$ cat src/rtl/bdr_pkg.sv
package bdr_pkg;
  typedef enum logic [1:0] {
    CORR_NONE  = 2'd0,
    CORR_LONG  = 2'd1,
    CORR_SHORT = 2'd2
  } corr_e;
endpackage

$ cat src/rtl/bdr_phase_ctr.sv
module bdr_phase_ctr
  import bdr_pkg::*;
#(
  parameter int PERIOD = 80,
  parameter int PW     = 7
) (
  input  logic          clk,
  input  logic          rst,
  input  logic          resync,
  input  corr_e         corr,
  output logic [PW-1:0] ph,
  output logic          wrap
);
  localparam logic [PW-1:0] LAST_NOM = PW'(PERIOD - 1);

  logic [PW-1:0] last_ph;

  // pending correction picks the length of the running period
  always_comb begin
    case (corr)
      CORR_LONG:  last_ph = LAST_NOM + 1'b1;
      CORR_SHORT: last_ph = LAST_NOM - 1'b1;
      default:    last_ph = LAST_NOM;
    endcase
  end

  assign wrap = (ph >= last_ph);

  always_ff @(posedge clk) begin
    if (rst)                 ph <= '0;
    else if (resync || wrap) ph <= '0;
    else                     ph <= ph + 1'b1;
  end
endmodule

$ cat src/rtl/bdr_vote_filter.sv
module bdr_vote_filter
  import bdr_pkg::*;
#(
  parameter int PERIOD  = 80,
  parameter int PW      = 7,
  parameter int VOTE_TH = 4
) (
  input  logic          clk,
  input  logic          rst,
  input  logic          enable,
  input  logic          edge_in,
  input  logic [PW-1:0] ph,
  input  logic          wrap,
  output corr_e         corr
);
  localparam int HALF = PERIOD / 2;
  localparam int AW   = $clog2(VOTE_TH) + 1;
  localparam logic signed [AW-1:0] TOP = AW'(VOTE_TH - 1);
  localparam logic signed [AW-1:0] BOT = -TOP;

  logic signed [AW-1:0] acc;
  logic late, early, hit_late, hit_early;

  assign late      = enable && edge_in && (ph != '0) && (ph < PW'(HALF));
  assign early     = enable && edge_in && (ph >= PW'(HALF));
  assign hit_late  = late  && (acc == TOP);
  assign hit_early = early && (acc == BOT);

  always_ff @(posedge clk) begin
    if (rst || !enable) begin
      acc  <= '0;
      corr <= CORR_NONE;
    end else if (hit_late) begin
      acc  <= '0;
      corr <= CORR_LONG;
    end else if (hit_early) begin
      acc  <= '0;
      corr <= CORR_SHORT;
    end else begin
      if (late)       acc <= acc + 1'b1;
      else if (early) acc <= acc - 1'b1;
      if (wrap) corr <= CORR_NONE;
    end
  end
endmodule

$ cat src/rtl/bdr_lock_mon.sv
module bdr_lock_mon #(
  parameter int PERIOD = 80,
  parameter int PW     = 7,
  parameter int LOCK_N = 16,
  parameter int LOSS_N = 64
) (
  input  logic          clk,
  input  logic          rst,
  input  logic          edge_in,
  input  logic [PW-1:0] ph,
  input  logic          boundary,
  output logic          locked
);
  localparam int GW = $clog2(LOCK_N + 1);
  localparam int SW = $clog2(LOSS_N + 1);

  logic [GW-1:0] good_run;
  logic [SW-1:0] silent;
  logic seen_e, seen_b, small_err, e_any, b_any;

  assign small_err = (ph == '0) || (ph == PW'(1)) || (ph >= PW'(PERIOD - 1));
  assign e_any     = seen_e | edge_in;
  assign b_any     = seen_b | (edge_in & ~small_err);

  always_ff @(posedge clk) begin
    if (rst) begin
      good_run <= '0;
      silent   <= '0;
      seen_e   <= 1'b0;
      seen_b   <= 1'b0;
      locked   <= 1'b0;
    end else if (boundary) begin
      seen_e <= 1'b0;
      seen_b <= 1'b0;
      if (e_any)                     silent <= '0;
      else if (silent != SW'(LOSS_N)) silent <= silent + 1'b1;
      if (!e_any && silent == SW'(LOSS_N - 1)) begin
        locked   <= 1'b0;
        good_run <= '0;
      end else if (b_any) begin
        good_run <= '0;
      end else if (e_any) begin
        if (good_run != GW'(LOCK_N))     good_run <= good_run + 1'b1;
        if (good_run == GW'(LOCK_N - 1)) locked   <= 1'b1;
      end
    end else begin
      seen_e <= e_any;
      seen_b <= b_any;
    end
  end
endmodule

$ cat src/rtl/baud_rec_dpll.sv
module baud_rec_dpll
  import bdr_pkg::*;
#(
  parameter int PERIOD  = 80,
  parameter int VOTE_TH = 4,
  parameter int LOCK_N  = 16,
  parameter int LOSS_N  = 64,
  parameter int PW      = $clog2(PERIOD + 2)
) (
  input  logic          clk,
  input  logic          rst,
  input  logic          mode_adapt,
  input  logic [PW-1:0] fix_offset,
  input  logic          tx_tick,
  input  logic          rx_edge,
  output logic          samp_stb,
  output logic          baud_clk,
  output logic          locked
);
  localparam int HALF = PERIOD / 2;

  logic          mode_q;
  logic          resync, wrap, boundary;
  logic [PW-1:0] ph;
  corr_e         corr;

  assign resync   = !mode_q && tx_tick;
  assign boundary = wrap || resync;

  bdr_phase_ctr #(.PERIOD(PERIOD), .PW(PW)) u_ctr (
    .clk(clk), .rst(rst), .resync(resync), .corr(corr), .ph(ph), .wrap(wrap)
  );

  bdr_vote_filter #(.PERIOD(PERIOD), .PW(PW), .VOTE_TH(VOTE_TH)) u_vote (
    .clk(clk), .rst(rst), .enable(mode_q), .edge_in(rx_edge), .ph(ph),
    .wrap(wrap), .corr(corr)
  );

  bdr_lock_mon #(.PERIOD(PERIOD), .PW(PW), .LOCK_N(LOCK_N), .LOSS_N(LOSS_N)) u_lock (
    .clk(clk), .rst(rst), .edge_in(rx_edge), .ph(ph), .boundary(boundary),
    .locked(locked)
  );

  always_ff @(posedge clk) begin
    if (rst) begin
      mode_q   <= mode_adapt;
      samp_stb <= 1'b0;
      baud_clk <= 1'b0;
    end else begin
      if (boundary) mode_q <= mode_adapt;
      samp_stb <= mode_q ? (ph == PW'(HALF)) : (ph == fix_offset);
      baud_clk <= (ph < PW'(HALF));
    end
  end
endmodule

$ cat config.mk
export PLATFORM = sky130hd
export DESIGN_NAME = baud_rec_dpll
export DESIGN_NICKNAME = d
export VERILOG_FILES = /design/src/rtl/bdr_pkg.sv /design/src/rtl/bdr_phase_ctr.sv /design/src/rtl/bdr_vote_filter.sv /design/src/rtl/bdr_lock_mon.sv /design/src/rtl/baud_rec_dpll.sv
export SDC_FILE = /design/constraint.sdc
export NUM_CORES = 1
export LEC_CHECK = 0
export ABC_AREA = 1
export CAP_MARGIN = 10
export CORE_ASPECT_RATIO = 0.8
export CORE_MARGIN = 3
export CORE_UTILIZATION = 35
export CTS_BUF_LIST = sky130_fd_sc_hd__clkbuf_16
export CTS_CLUSTER_SIZE = 12
export DETAILED_ROUTE_END_ITERATION = 7
export PLACE_DENSITY = 0.49
export SYNTH_ARGS = -nofsm -noshare
export SYNTH_HDL_FRONTEND = slang
export SYNTH_SLANG_ARGS = --single-unit
$ cat constraint.sdc
create_clock -name clk -period 2.4 [get_ports clk]
set_input_delay 0.6 -clock clk [delete_from_list [all_inputs] [get_ports clk]]
set_output_delay 0.6 -clock clk [all_outputs]
set_load 0.005 [all_outputs]
==> flow_summary.yaml, run 1 <==
outcome:
  status: "finished, final reports clean"
route:
  ant_nets: 0
  routedWlPerCell_um: 11.46
  wirelength_um: 4287
  via_per_inst: 4.492
  drc: 0
  drt-initial-drc-count: 87
  vias: 1680
  dr.pass1.iters: 4
yosys:
  synth-edff-count: 1
  synth_flop_cell: "dfxtp_1"
  synthArstFlopShare_pct: 0
  synth_warnings: 0
  synth_seq_cells: 30
  avgSynthCellArea_um2: 7.371
  seq_area_frac_synth_pct: 30.01
  yosysTopAreaCell: "dfxtp_1"
  ys_types: 35
  synth_area_um2: 2034
  synth_top_area_share_pct: 28.54
  synthesis.nets: 301
  synth_area_leaders: "dfxtp_1, nand2_1, ha_1"
  syn_inst: 276
grt:
  antenna_found_initial: 0
  gr-total-overflow: 0
  grt_pass1_wl_um: 7624
  met2_usage_pct: 19.17
  grt_pass1_vias: 1554
  met3_usage_pct: 4.146
  grtUsageMet1_pct: 21.76
  grt_usage_pct: 14.22
  grt_max_degree: 17
  top_usage_layer: "met1"
power_and_ir_drop:
  p_leak_nw: 1.010
  max-vdd-ir-drop_mv: 0.2827
  power_density_nw_per_um2: 552.0
clock_network:
  path_clk_slew_ns: 0.05
  postCtsSetupBuffers: 0
  cts_resized: 0
  cts_tree: "built"
  clockBufferDepth: 2
  cts_buffers: 5
  hold_buffers: 0
  clock_latency_ns: 0.28
  cts_root_buf: "clkbuf_16"
  cts.sinks: 30
  cts-htree-levels: 2
critical_path:
  start_kind: "input port"
  reg2reg_slack_ns: 0.38
  path_cells: "clkdlybuf4s50_1 > nand2_1 > inv_1 > nand2_2 > nor2_4 > inv_1 > fa_1 > a21oi_1 > nand2_1 > nand2_1 > nor2_1"
  arrival_ns: 2.22
  cp_common_cell: "nand2_1"
  crit_slowest_cell: "clkdlybuf4s50_1"
  crit_fanout: 3
  cp_slowest_stage_delay_ns: 0.50
  worstPathRequired_ns: 2.57
  crit_type: "in -> reg"
  end_kind: "register"
floorplanning:
  num_rows: 24
  die_h_um: 74.19
  die_w_um: 91.24
  dieArea_um2: 6769
  ios: 15
  design.core.area_um2: 5525
  start_util_pct: 36.82
cells_and_area:
  final_cell_count_no_fill: 374
  regArea_um2: 610.6
  n_fill_cell: 603
  area_growth_pct: 17.34
  drive_gt1_share_pct: 13.85
  diodes: 0
  final_cell_area_um2: 2387
  final_nets: 321
  multi_input_area_um2: 1229
place:
  gp_congestion: 0.8034
  dp_hpwl_um: 3262
  pre_cts_ws_ns: 0.05200
  place_area_um2: 2252
  dp.cells: 367
  portBuffers: 14
timing:
  whs_ns: 0.4460
  fmax_ghz: 0.4869
  final-setup-viol-count: 0
  period_share_pct: 85.57
  maxSlewViolCount: 0
  grt_setup_unrepaired: "false"
  tightest_slew_ns: 0.3544
  hold_viol_final: 0
  setup_tns_ns: 0
  worst_slack_ns: 0.3462
  relSlewSlack_pct: 76.29
  min_period_ns: 2.054
  finClkSkew_ns: 0.007015
hold_path:
  worstHoldPathType: "reg -> reg"
flow_run:
  drv_cap: 0
-- synthesized netlist by cell type, types with 2 or more instances --
master / n
nand2_1: 52
nor2_1: 39
dfxtp_1: 29
inv_1: 26
nand3_1: 23
a21oi_1: 17
xor2_1: 16
ha_1: 12
nand2_2: 6
buf_6: 5
nand4_1: 5
inv_2: 4
nor3_1: 4
a21boi_0: 3
clkinv_1: 3
nand3_2: 3
nand3_4: 3
nor2_2: 3
o21ai_0: 3
nor2_4: 2
nor4_1: 2
or2_2: 2
xnor2_1: 2
-- layout make-up --
| class | instances | share of cell area, % |
|---|---|---|
| Tap cell | 78 | 4.088 |
| Clock inverter | 2 | 0.4193 |
| Multi-Input combinational cell | 205 | 51.47 |
| Sequential cell | 30 | 25.58 |
| Clock buffer | 5 | 5.241 |
| Inverter | 34 | 5.451 |
| Timing Repair Buffer | 20 | 7.757 |
-- critical path: cells and delay by family --
kind                       cells  cell delay [ns]
buffers and inverters          3             0.64
and+or+nand+nor                6             0.42
AOI/OAI and AO/OA              1             0.19
adders and majority gates      1             0.37
-- routing by layer --
metal	wire, um	up-vias
met1	2518	732
li1	-	926
met4	40	0
met3	167	4
met2	1560	18
met5	0	-
-- flip-flops by register name (all words and copies together), names as in the netlist --
name	cells
u_lock.seen_e	1
mode_q	1
u_vote.corr	2
u_lock.silent	7
baud_clk	1
u_lock.good_run	5
u_ctr.ph	7
u_lock.seen_b	1
u_lock.locked	1
u_vote.acc	3
samp_stb	1
-- cell families after synthesis --
logic type / share of synthesized area (%)
adder cells (fa/ha/maj): 8.364
AO/OA/AOI/OAI: 7.810
buffers and inverters: 9.593
XOR/XNOR: 7.749
flip-flops: 30.01
AND/OR/NAND/NOR: 36.47
-- metrics by stage --
stage / power, mW / util [%]
global route: 1.388 / 43.21
CTS: 1.340 / 43.21
floorplan: 0.6782 / -
finish: 1.318 / 43.21
detailed placement: 0.7347 / 40.76
global placement: 0.7361 / 40.76
-- final timing paths --
check,from,to,cells past startpoint
worst min register to register,u_lock.locked,u_lock.locked,2
worst max-delay path,rx_edge,u_vote.acc[2],11
worst min-delay path,u_lock.locked,u_lock.locked,2
worst max register to register,u_ctr.ph[0],u_vote.acc[2],11
-- power breakdown --
part / total [mW] / switching (mW) / leakage, nW / internal [mW]
Clock: 0.594 / 0.221 / 0.0694 / 0.374
Combinational: 0.185 / 0.105 / 0.695 / 0.0800
Sequential: 0.539 / 0.0189 / 0.246 / 0.520
Total: 1.32 / 0.344 / 1.01 / 0.974
-- cell usage in the layout (no fill, tap or decap), types with 4 or more instances in the layout --
cell type / n
buf_4: 6
nor2_1: 39
clkdlybuf4s50_1: 14
nand3_1: 23
xor2_1: 16
inv_2: 4
nand2_2: 6
clkbuf_16: 5
nand2_1: 52
a21oi_1: 17
ha_1: 12
nor3_1: 4
nand4_1: 5
inv_1: 26
dfxtp_1: 29
No activity file was read; power rests on OpenSTA's default activity.
==> run 2: changes to the inputs <==
--- a/config.mk
+++ b/config.mk
@@ -14,6 +14,7 @@
 export CTS_CLUSTER_SIZE = 12
 export DETAILED_ROUTE_END_ITERATION = 7
 export PLACE_DENSITY = 0.49
+export SKIP_CTS_REPAIR_TIMING = 1
 export SYNTH_ARGS = -nofsm -noshare
 export SYNTH_HDL_FRONTEND = slang
 export SYNTH_SLANG_ARGS = --single-unit
==> results of run 2 <==
The final DEF is identical to that of run 1; final timing and power are the same.
==> run 3: changes to the inputs <==
--- a/config.mk
+++ b/config.mk
@@ -13,6 +13,7 @@
 export CTS_BUF_LIST = sky130_fd_sc_hd__clkbuf_16
 export CTS_CLUSTER_SIZE = 12
 export DETAILED_ROUTE_END_ITERATION = 7
+export HOLD_SLACK_MARGIN = 0.12
 export PLACE_DENSITY = 0.49
 export SKIP_CTS_REPAIR_TIMING = 1
 export SYNTH_ARGS = -nofsm -noshare
==> results of run 3 <==
The final DEF is identical to that of run 1; final timing and power are the same.
